**src/rtl/oob_pkg.sv**
```systemverilog
package oob_pkg;

  // Number of in-window bursts required to qualify a pattern
  localparam int unsigned QUAL_BURSTS = 4;

  // Pattern slots handled by the per-pattern qualifiers
  localparam int unsigned NUM_PAT = 2;

  typedef enum int unsigned {
    PAT_INIT = 0,
    PAT_WAKE = 1
  } pat_e;

  // Events produced by the run-length meter for one sample
  typedef struct packed {
    logic burst_end;  // a high run just finished
    logic idle_end;   // a low run just finished
    logic quiet_hit;  // the current low run reaches the release threshold
  } run_evt_t;

endpackage

```
**src/rtl/oob_rst_sync.sv**
```systemverilog
module oob_rst_sync (
  input  logic clk_i,
  input  logic rst_n_i,
  output logic rst_n_o
);

  logic [1:0] sync_q;

  always_ff @(posedge clk_i or negedge rst_n_i) begin
    if (!rst_n_i) begin
      sync_q <= 2'b00;
    end else begin
      sync_q <= {sync_q[0], 1'b1};
    end
  end

  assign rst_n_o = sync_q[1];

endmodule

```
**src/rtl/oob_run_meter.sv**
```systemverilog
module oob_run_meter
  import oob_pkg::*;
#(
  parameter int unsigned CNT_MAX = 40,
  parameter int unsigned QUIET   = 40,
  parameter int unsigned CNT_W   = 6
) (
  input  logic             clk_i,
  input  logic             rst_n_i,
  input  logic             sig_i,
  output run_evt_t         evt_o,
  output logic [CNT_W-1:0] run_len_o
);

  localparam logic [CNT_W-1:0] RUN_TOP   = CNT_W'(CNT_MAX);
  localparam logic [CNT_W-1:0] QUIET_PRE = CNT_W'(QUIET - 1);
  localparam logic [CNT_W-1:0] RUN_ONE   = CNT_W'(1);

  logic             lvl_q, lvl_d;
  logic [CNT_W-1:0] run_q, run_d;
  logic             edge_ev;
  logic             run_en;

  // next-state
  always_comb begin
    edge_ev = sig_i ^ lvl_q;
    lvl_d   = sig_i;
    run_en  = edge_ev | (run_q != RUN_TOP);
    run_d   = edge_ev ? RUN_ONE : (run_q + RUN_ONE);
  end

  // registers
  always_ff @(posedge clk_i or negedge rst_n_i) begin
    if (!rst_n_i) begin
      lvl_q <= 1'b0;
      run_q <= RUN_TOP;
    end else begin
      lvl_q <= lvl_d;
      if (run_en) begin
        run_q <= run_d;
      end
    end
  end

  always_comb begin
    evt_o.burst_end = edge_ev & lvl_q;
    evt_o.idle_end  = edge_ev & ~lvl_q;
    evt_o.quiet_hit = ~edge_ev & ~lvl_q & (run_q == QUIET_PRE);
  end

  assign run_len_o = run_q;

  // A run that continues never shrinks: the measurement holds at its ceiling
  AST_RUN_NO_WRAP: assert property (@(posedge clk_i) disable iff (!rst_n_i)
    !$past(edge_ev) |-> (run_q >= $past(run_q)));

endmodule

```
**src/rtl/oob_pattern_qual.sv**
```systemverilog
module oob_pattern_qual #(
  parameter int unsigned CNT_W     = 6,
  parameter int unsigned GAP_MIN   = 12,
  parameter int unsigned GAP_MAX   = 36,
  parameter int unsigned BURST_MIN = 2,
  parameter int unsigned QUAL_N    = 4
) (
  input  logic             clk_i,
  input  logic             rst_n_i,
  input  logic             burst_end_i,
  input  logic             idle_end_i,
  input  logic [CNT_W-1:0] run_len_i,
  input  logic             rearm_i,
  output logic             det_o,
  output logic             armed_o
);

  localparam int unsigned      QW    = $clog2(QUAL_N + 1);
  localparam logic [CNT_W-1:0] G_LO  = CNT_W'(GAP_MIN);
  localparam logic [CNT_W-1:0] G_HI  = CNT_W'(GAP_MAX);
  localparam logic [CNT_W-1:0] B_LO  = CNT_W'(BURST_MIN);
  localparam logic [QW-1:0]    QFULL = QW'(QUAL_N);
  localparam logic [QW-1:0]    QLAST = QW'(QUAL_N - 1);
  localparam logic [QW-1:0]    QONE  = QW'(1);

  logic [QW-1:0] cnt_q, cnt_d;
  logic          armed_q, armed_d;
  logic          det_q, det_d;
  logic          gap_ok, burst_ok, upd_en;

  // next-state
  always_comb begin
    gap_ok   = (run_len_i >= G_LO) && (run_len_i <= G_HI);
    burst_ok = (run_len_i >= B_LO);
    upd_en   = rearm_i | idle_end_i | burst_end_i;
    cnt_d    = cnt_q;
    armed_d  = armed_q;
    det_d    = 1'b0;
    if (rearm_i) begin
      cnt_d   = '0;
      armed_d = 1'b1;
    end else if (idle_end_i) begin
      if (!gap_ok) begin
        cnt_d = '0;
      end
    end else if (burst_end_i) begin
      if (!burst_ok) begin
        cnt_d = '0;
      end else begin
        if (cnt_q != QFULL) begin
          cnt_d = cnt_q + QONE;
        end
        if ((cnt_q == QLAST) && armed_q) begin
          det_d   = 1'b1;
          armed_d = 1'b0;
        end
      end
    end
  end

  // registers
  always_ff @(posedge clk_i or negedge rst_n_i) begin
    if (!rst_n_i) begin
      cnt_q   <= '0;
      armed_q <= 1'b1;
      det_q   <= 1'b0;
    end else begin
      det_q <= det_d;
      if (upd_en) begin
        cnt_q   <= cnt_d;
        armed_q <= armed_d;
      end
    end
  end

  assign det_o   = det_q;
  assign armed_o = armed_q;

  AST_DET_ONE_CYCLE: assert property (@(posedge clk_i) disable iff (!rst_n_i)
    det_q |=> !det_q);

  AST_DET_AFTER_CHAIN: assert property (@(posedge clk_i) disable iff (!rst_n_i)
    det_q |-> ($past(cnt_q) == QLAST));

  AST_NO_REDETECT: assert property (@(posedge clk_i) disable iff (!rst_n_i)
    (!armed_q && !rearm_i) |=> !det_q);

endmodule

```
**src/rtl/oob_pattern_detector.sv**
```systemverilog
module oob_pattern_detector
  import oob_pkg::*;
#(
  parameter int unsigned BURST_MIN     = 2,
  parameter int unsigned INIT_GAP_MIN  = 12,
  parameter int unsigned INIT_GAP_MAX  = 36,
  parameter int unsigned WAKE_GAP_MIN  = 3,
  parameter int unsigned WAKE_GAP_MAX  = 10,
  parameter int unsigned RELEASE_QUIET = 40
) (
  input  logic clk_i,
  input  logic rst_n_i,
  input  logic line_active_i,
  output logic init_det_o,
  output logic wake_det_o,
  output logic release_o
);

  localparam int unsigned CNT_W = $clog2(RELEASE_QUIET + 1);

  logic             rst_n_s;
  run_evt_t         evt;
  logic [CNT_W-1:0] run_len;
  logic [NUM_PAT-1:0] det_vec;
  logic [NUM_PAT-1:0] armed_vec;
  logic             rel_fire;
  logic             rel_q;

  oob_rst_sync i_rst_sync (
    .clk_i   (clk_i),
    .rst_n_i (rst_n_i),
    .rst_n_o (rst_n_s)
  );

  oob_run_meter #(
    .CNT_MAX (RELEASE_QUIET),
    .QUIET   (RELEASE_QUIET),
    .CNT_W   (CNT_W)
  ) i_run_meter (
    .clk_i     (clk_i),
    .rst_n_i   (rst_n_s),
    .sig_i     (line_active_i),
    .evt_o     (evt),
    .run_len_o (run_len)
  );

  for (genvar p = 0; p < NUM_PAT; p++) begin : g_pat
    localparam int unsigned LO = (p == int'(PAT_INIT)) ? INIT_GAP_MIN : WAKE_GAP_MIN;
    localparam int unsigned HI = (p == int'(PAT_INIT)) ? INIT_GAP_MAX : WAKE_GAP_MAX;

    oob_pattern_qual #(
      .CNT_W     (CNT_W),
      .GAP_MIN   (LO),
      .GAP_MAX   (HI),
      .BURST_MIN (BURST_MIN),
      .QUAL_N    (QUAL_BURSTS)
    ) i_qual (
      .clk_i       (clk_i),
      .rst_n_i     (rst_n_s),
      .burst_end_i (evt.burst_end),
      .idle_end_i  (evt.idle_end),
      .run_len_i   (run_len),
      .rearm_i     (rel_fire),
      .det_o       (det_vec[p]),
      .armed_o     (armed_vec[p])
    );
  end

  // next-state: release only matters once some pattern has fired
  always_comb begin
    rel_fire = evt.quiet_hit & (|(~armed_vec));
  end

  // registers
  always_ff @(posedge clk_i or negedge rst_n_s) begin
    if (!rst_n_s) begin
      rel_q <= 1'b0;
    end else begin
      rel_q <= rel_fire;
    end
  end

  assign init_det_o = det_vec[PAT_INIT];
  assign wake_det_o = det_vec[PAT_WAKE];
  assign release_o  = rel_q;

  AST_DET_ON_FALL: assert property (@(posedge clk_i) disable iff (!rst_n_s)
    (init_det_o || wake_det_o) |-> !$past(line_active_i));

  AST_REL_AFTER_QUIET: assert property (@(posedge clk_i) disable iff (!rst_n_s)
    release_o |-> !$past(line_active_i));

  AST_REL_EXCL_DET: assert property (@(posedge clk_i) disable iff (!rst_n_s)
    !(release_o && (init_det_o || wake_det_o)));

  AST_REL_ONE_CYCLE: assert property (@(posedge clk_i) disable iff (!rst_n_s)
    release_o |=> !release_o);

endmodule

```
**config.mk**
```make
export PLATFORM = sky130hd
export DESIGN_NAME = oob_pattern_detector
export DESIGN_NICKNAME = d
export VERILOG_FILES = /design/src/rtl/oob_pkg.sv /design/src/rtl/oob_rst_sync.sv /design/src/rtl/oob_run_meter.sv /design/src/rtl/oob_pattern_qual.sv /design/src/rtl/oob_pattern_detector.sv
export SDC_FILE = /design/constraint.sdc
export NUM_CORES = 1
export LEC_CHECK = 0
export ABC_AREA = 0
export BUFFER_PORTS_ARGS = -buffer_cell sky130_fd_sc_hd__buf_2
export CAP_MARGIN = 15
export CORE_ASPECT_RATIO = 0.9
export CORE_MARGIN = 2
export CORE_UTILIZATION = 40
export DETAILED_ROUTE_END_ITERATION = 12
export GPL_TIMING_DRIVEN = 0
export PLACE_DENSITY_LB_ADDON = 0.15
export SYNTH_ARGS = -nofsm -noshare
export SYNTH_HDL_FRONTEND = slang
export SYNTH_SLANG_ARGS = --single-unit
```
**constraint.sdc**
```tcl
create_clock -name clk_i -period 0.9 [get_ports clk_i]
set_input_delay 0.135 -clock clk_i [delete_from_list [all_inputs] [get_ports clk_i]]
set_output_delay 0.135 -clock clk_i [all_outputs]
set_load 0.005 [all_outputs]
```
---- Yosys cells after proc, flatten, opt, wreduce, memory -nomap -nowiden ----
Index checks and enable logic that the tools add are counted.
storage, ports and cells
  register bits after elaboration ......... 20
  bits in latches ......................... 0
  memory bits (writable) .................. 0
  memory bits (read-only) ................. 0
  input bits .............................. 3
  output and inout bits ................... 3
  logic and storage cells ................. 88
  memories ................................ 0
cells by class
  add/subtract/negate cells ............... 3
  $mul .................................... 0
  div/mod/pow operators ................... 0
  $lt $le $gt $ge ......................... 5
  eq/ne operators ......................... 11
  shift-type cells ........................ 0
  mux-type cells .......................... 33
  bitwise logic cells ..................... 12
  reductions and logical operators ........ 14
operator list
  operator               number
  $mux W3                12
  $mux W1                20
  $ge A6 B2 Y1 const B   2
  $ne A3 B3 Y1 const B   4
  $reduce_and A5 Y1      2
  $reduce_and A4 Y1      2
  $reduce_bool A2 Y1     4
  $add A3 B1 Y3 const B  2
  $add A6 B1 Y6 const B  1
  $eq A3 B2 Y1 const B   2
  $eq A6 B6 Y1 const B   1
  $ge A6 B4 Y1 const B   1
  $le A6 B4 Y1 const B   1
  $le A6 B6 Y1 const B   1
  $mux W6                1
  $ne A6 B6 Y1 const B   1
  $and A1 B1 Y1          5
  $logic_and A1 B1 Y1    4
  $ne A4 B1 Y1 const B   1
  $ne A4 B2 Y1 const B   1
  $or A1 B1 Y1           3
  $reduce_bool A3 Y1     1
  $ne A2 B2 Y1 const B   1
  $not A1 Y1             2
  other kinds (3)        3

---- Logic depth before layout (Yosys ltp) ----
  depth in word-level cells ............... 8
  gate-level depth with buffers ........... 6
  depth with buffers taken out ............ 6

---- Cells and area by module ----
A second synthesis with hierarchy kept.
unflattened totals
  cell total of the unflattened synthesis .. 110
  area total of the unflattened synthesis .. 1,153.6 µm²
modules (own cells, without submodules)
  module                              instances  cells each  area an instance (µm²)  sequential area each (µm²)
  oob_run_meter                       1          41          427.9                   177.7
  oob_pattern_qual (g_pat[0].i_qual)  1          33          329.1                   126.4
  oob_pattern_qual (g_pat[1].i_qual)  1          31          306.5                   126.4
  oob_rst_sync                        1          3           53.8                    50.0
  oob_pattern_detector                1          2           36.3                    25.0

---- Least setup slack after synthesis ----
No wires, ideal clock.
  kind .................................... reg2reg
  start point ............................. register i_run_meter.run_q[4] (netlist: i_run_meter.run_len_o[4])
  end point ............................... register g_pat[0].i_qual.det_q
  setup time .............................. 120 ps
  arrival time ............................ 1,616 ps
  required time ........................... 780 ps
  setup slack ............................. -836 ps
  cell stages (with the launch flop) ...... 6
  buffers on the path ..................... 1
  period minus slack after synthesis ...... 1,736 ps
  cell sequence ........................... dfrtp_1 buf_6 or4_4 o311a_4 and2_4 and3_1
between the ends
  word-level cells in the longest chain between the ends .. 5
  elaborated cells on any way between the ends .. 8
  those cells by class .................... 1 x order compare; 1 x eq/ne; 4 x mux; 2 x bitwise
ends and longest elaborated chain
  item                       RTL line                source
  start, declared            oob_run_meter.sv:20     logic [CNT_W-1:0] run_q, run_d;
  start signal, assigned     oob_run_meter.sv:40     run_q <= run_d;
  $ge A6 B2 Y1               oob_pattern_qual.sv:34  burst_ok = (run_len_i >= B_LO);
  $mux W1                    oob_pattern_qual.sv:47  if (!burst_ok) begin
  $mux W1                    oob_pattern_qual.sv:46  end else if (burst_end_i) begin
  $mux W1                    oob_pattern_qual.sv:42  end else if (idle_end_i) begin
  $mux W1 *                  oob_pattern_qual.sv:39  if (rearm_i) begin
  net g_pat[0].i_qual.det_d  oob_pattern_qual.sv:28  logic det_q, det_d;
  end signal, assigned       oob_pattern_qual.sv:68  det_q <= det_d;
  end, declared              oob_pattern_qual.sv:28
The timed path passes the listed nets; every way through them passes the cells marked *.
A chain may end at the register's enable or synchronous reset.

---- Worst setup path after layout ----
  start point ............................. register i_run_meter.run_q[2] (netlist: i_run_meter.run_len_o[2])
  end point ............................... register g_pat[1].i_qual.det_q
between the ends
  word-level cells in the longest chain between the ends .. 5
  elaborated cells on any way between the ends .. 8
  those cells by class .................... 1 x order compare; 1 x eq/ne; 4 x mux; 2 x bitwise
ends and longest elaborated chain
  item                       RTL line
  $ge A6 B2 Y1               oob_pattern_qual.sv:34
  $mux W1                    oob_pattern_qual.sv:47
  $mux W1                    oob_pattern_qual.sv:46
  $mux W1                    oob_pattern_qual.sv:42
  $mux W1 *                  oob_pattern_qual.sv:39
  net g_pat[1].i_qual.det_d  oob_pattern_qual.sv:28
  end signal, assigned       oob_pattern_qual.sv:68
  end, declared              oob_pattern_qual.sv:28
Marks and branches as above.

==> results.yml <==
worst_setup_path:
  required_ns: 1.11
  reg2reg_setup_slack_ns: -0.81
  reg2reg_from: "i_run_meter.run_len_o[2]"
  cp_max_fo: 4
  end_kind: "flip-flop"
  arrival_ns: 1.92
  critPathLaunchType: "flip-flop"
  worst_r2r_endpoint: "g_pat[1].i_qual.det_o"
  reg2reg_depth: 4
  crit_type: "reg -> reg"
route:
  wl_per_cell_um: 14.6
  drc: 0
  route.met2.wl_um: 1250
  final_antenna_net_count: 0
  dr.pass1.iters: 4
  routed_wl_um: 2420
  first_iter_violations: 14
  wl_met3_um: 47
  top_layer_used: "met4"
  num_vias: 869
  drt-met1-wl_um: 1100
  viasPerCell: 5.27
layout:
  layout_common_cells: "13 x dfrtp_1, 13 x buf_4, 11 x inv_1"
  multi_input_area_um2: 667
  antenna_cells: 0
  drive_above_1_share: 0.467
  nFillCells: 233
  fin_area_um2: 1550
  synthToLayoutAreaGrowth_pct: 38.8
  layout.cells.non_filler: 165
  final-seq-area_um2: 509
  fin_util: 0.575
  finalNetCount: 151
synthesis:
  syn_avg_cell_area_um2: 10.6
  synth.distinct_cells: 31
  yosysTopAreaCellShare: 0.358
  ys_seq_elements: 20
  ys_seq_area_frac: 0.451
  synth_area_um2: 1120
  synth_warnings: 0
  synth_top_area_cell: "dfrtp_1"
  synthTopCellsByArea: "dfrtp_1 36%, ha_1 13%, dfstp_2 9.4%"
  synth_cells: 106
  syn_nets: 121
cts:
  insertion_delay_ns: 0.30
  clockRootBuffer: "clkbuf_4"
  htree_levels: 1
  clock_path_buffers: 2
  cts_tree: "done"
  cts.sinks: 20
  clk_pin_slew_ns: 0.12
  cts_buffers: 3
floorplan:
  design.die.area_um2: 3240
  design.core.area_um2: 2700
  die_width_um: 59.8
  fp-row-count: 18
  start_util: 0.414
  dieHeight_um: 54.2
  io-pin-count: 6
sta:
  fin_skew_ns: 0.00600
  hold_ws_ns: 0.126
  fmax_mhz: 584
  min_period_over_period: 1.90
  min_period_ns: 1.71
  rsz0062_at_grt: "yes"
  finalWorstSetupSlack_ns: -0.813
  tns_ns: -10.57
  report.final.slew_viol_count: 0
  hold_viol_final: 0
  setup_viol: 20
place:
  hpwl_um: 1400
  dpl_cell_area_um2: 1190
  finalWeightedCongestion: 0.772
  port_buffers: 5
  place_ws_ns: -0.881
  dp_cells: 141
global_routing:
  grt_pass1_vias: 788
  grt_pass1_wl_um: 3520
  grt_max_degree: 19
  antenna_found_initial: 0
  overflow: 0
  grtUsageTotal: 0.147
power_and_ir_drop:
  p_int_mw: 1.84
  power_frac_seq: 0.420
  swShare: 0.285
  p_switching_mw: 0.735
  p_per_area_nw_per_um2: 1660
  ir_drop_mv: 1.04
  combPwrFrac: 0.295
  fin_total_pwr_mw: 2.58
  p_clk_frac: 0.285
  leakage_nw: 0.711
status:
  status: "finished with violations"
  failed_checks: "setup timing"
job:
  drv_cap: 0
worst_hold_path:
  min_path_type: "in -> async"
layout make-up:
cell class / instances / area share
Multi-Input combinational cell: 69 / 0.429
Sequential cell: 20 / 0.328
Timing Repair Buffer: 26 / 0.135
Inverter: 14 / 0.0354
Tap cell: 30 / 0.0242
Clock inverter: 1 / 0.0193
Clock buffer: 3 / 0.0145
Buffer: 2 / 0.0145
logic make-up after synthesis:
family,count (synthesis),synth area share
buffers and inverters,17,0.0715
other,1,0.00335
flip-flops,20,0.451
adder cells (fa/ha/maj),12,0.134
multiplexers,3,0.0268
AND/OR/NAND/NOR,31,0.158
AO/OA/AOI/OAI,18,0.124
XOR/XNOR,4,0.0313
registers in the layout (all words and copies together), names as in the netlist:
name and cells:
i_run_meter.lvl_q 1, g_pat.i_qual.armed_o 2, release_o 1, i_rst_sync.sync_q 2
g_pat.i_qual.det_o 2, i_run_meter.run_len_o 6, g_pat.i_qual.cnt_q 6
per-layer routing:
| metal | vias to the layer above | GRT usage |
|---|---|---|
| li1 | 421 | - |
| met1 | 437 | 0.196 |
| met2 | 9 | 0.234 |
| met3 | 2 | 0.0240 |
| met4 | 0 | 0.0704 |
| met5 | - | 0 |
cells in the mapped netlist:
cell type	instances
a2111oi_0	1
a21o_1	3
a21oi_1	2
a22oi_1	4
a31oi_1	2
and2_4	1
and3_1	2
and3_2	2
buf_2	1
buf_6	2
conb_1	1
dfrtp_1	16
dfstp_2	4
ha_1	12
inv_1	14
mux2i_1	3
nand2_1	5
nand2b_1	3
nand3_1	6
nand3b_1	1
nand4b_1	1
nor2_1	5
nor3_1	2
nor3b_1	1
nor4b_1	1
o22ai_1	4
o2bb2ai_1	1
o311a_4	1
or4_4	1
xnor2_1	1
xor2_1	3
how the worst max path moves through the flow:
stage                                        start                  endpoint  cells past startpoint
after floorplan           i_run_meter.run_len_o[3]     g_pat[1].i_qual.det_o                      5
after global placement    i_run_meter.run_len_o[5]  g_pat[1].i_qual.cnt_q[1]                      4
after detailed placement  i_run_meter.run_len_o[5]  g_pat[1].i_qual.cnt_q[1]                      4
after CTS                 i_run_meter.run_len_o[2]     g_pat[1].i_qual.det_o                      4
after global routing      i_run_meter.run_len_o[2]     g_pat[0].i_qual.det_o                      4
final                     i_run_meter.run_len_o[2]     g_pat[1].i_qual.det_o                      4
worst max-delay path: stages (launching register included):
cell,delay (ns)
dfrtp_1,0.44
or4_4,0.55
o311a_4,0.35
and2_4,0.15
and3_4,0.14
timing repair:
item / 4_1_cts / 5_1_grt
hold buffers: 2 / 0
setup endpoints to repair: 20 / 34
resized for setup: 12 / 23
buffers inserted: 12 / 7
endpoints found under the hold margin: 3 / 0
pin swaps: 4 / 5
cloned: 0 / 0
power groups by stage:
stage                     Sequential [mW]  Clock [mW]  Combinational [mW]
after floorplan                      1.06           0               0.348
after global placement               1.08           0               0.411
after detailed placement             1.09           0               0.431
after CTS                            1.07       0.756               0.565
after global routing                 1.09       0.796               0.830
final                                1.08       0.735               0.760
No activity file was read; power rests on OpenSTA's default activity.
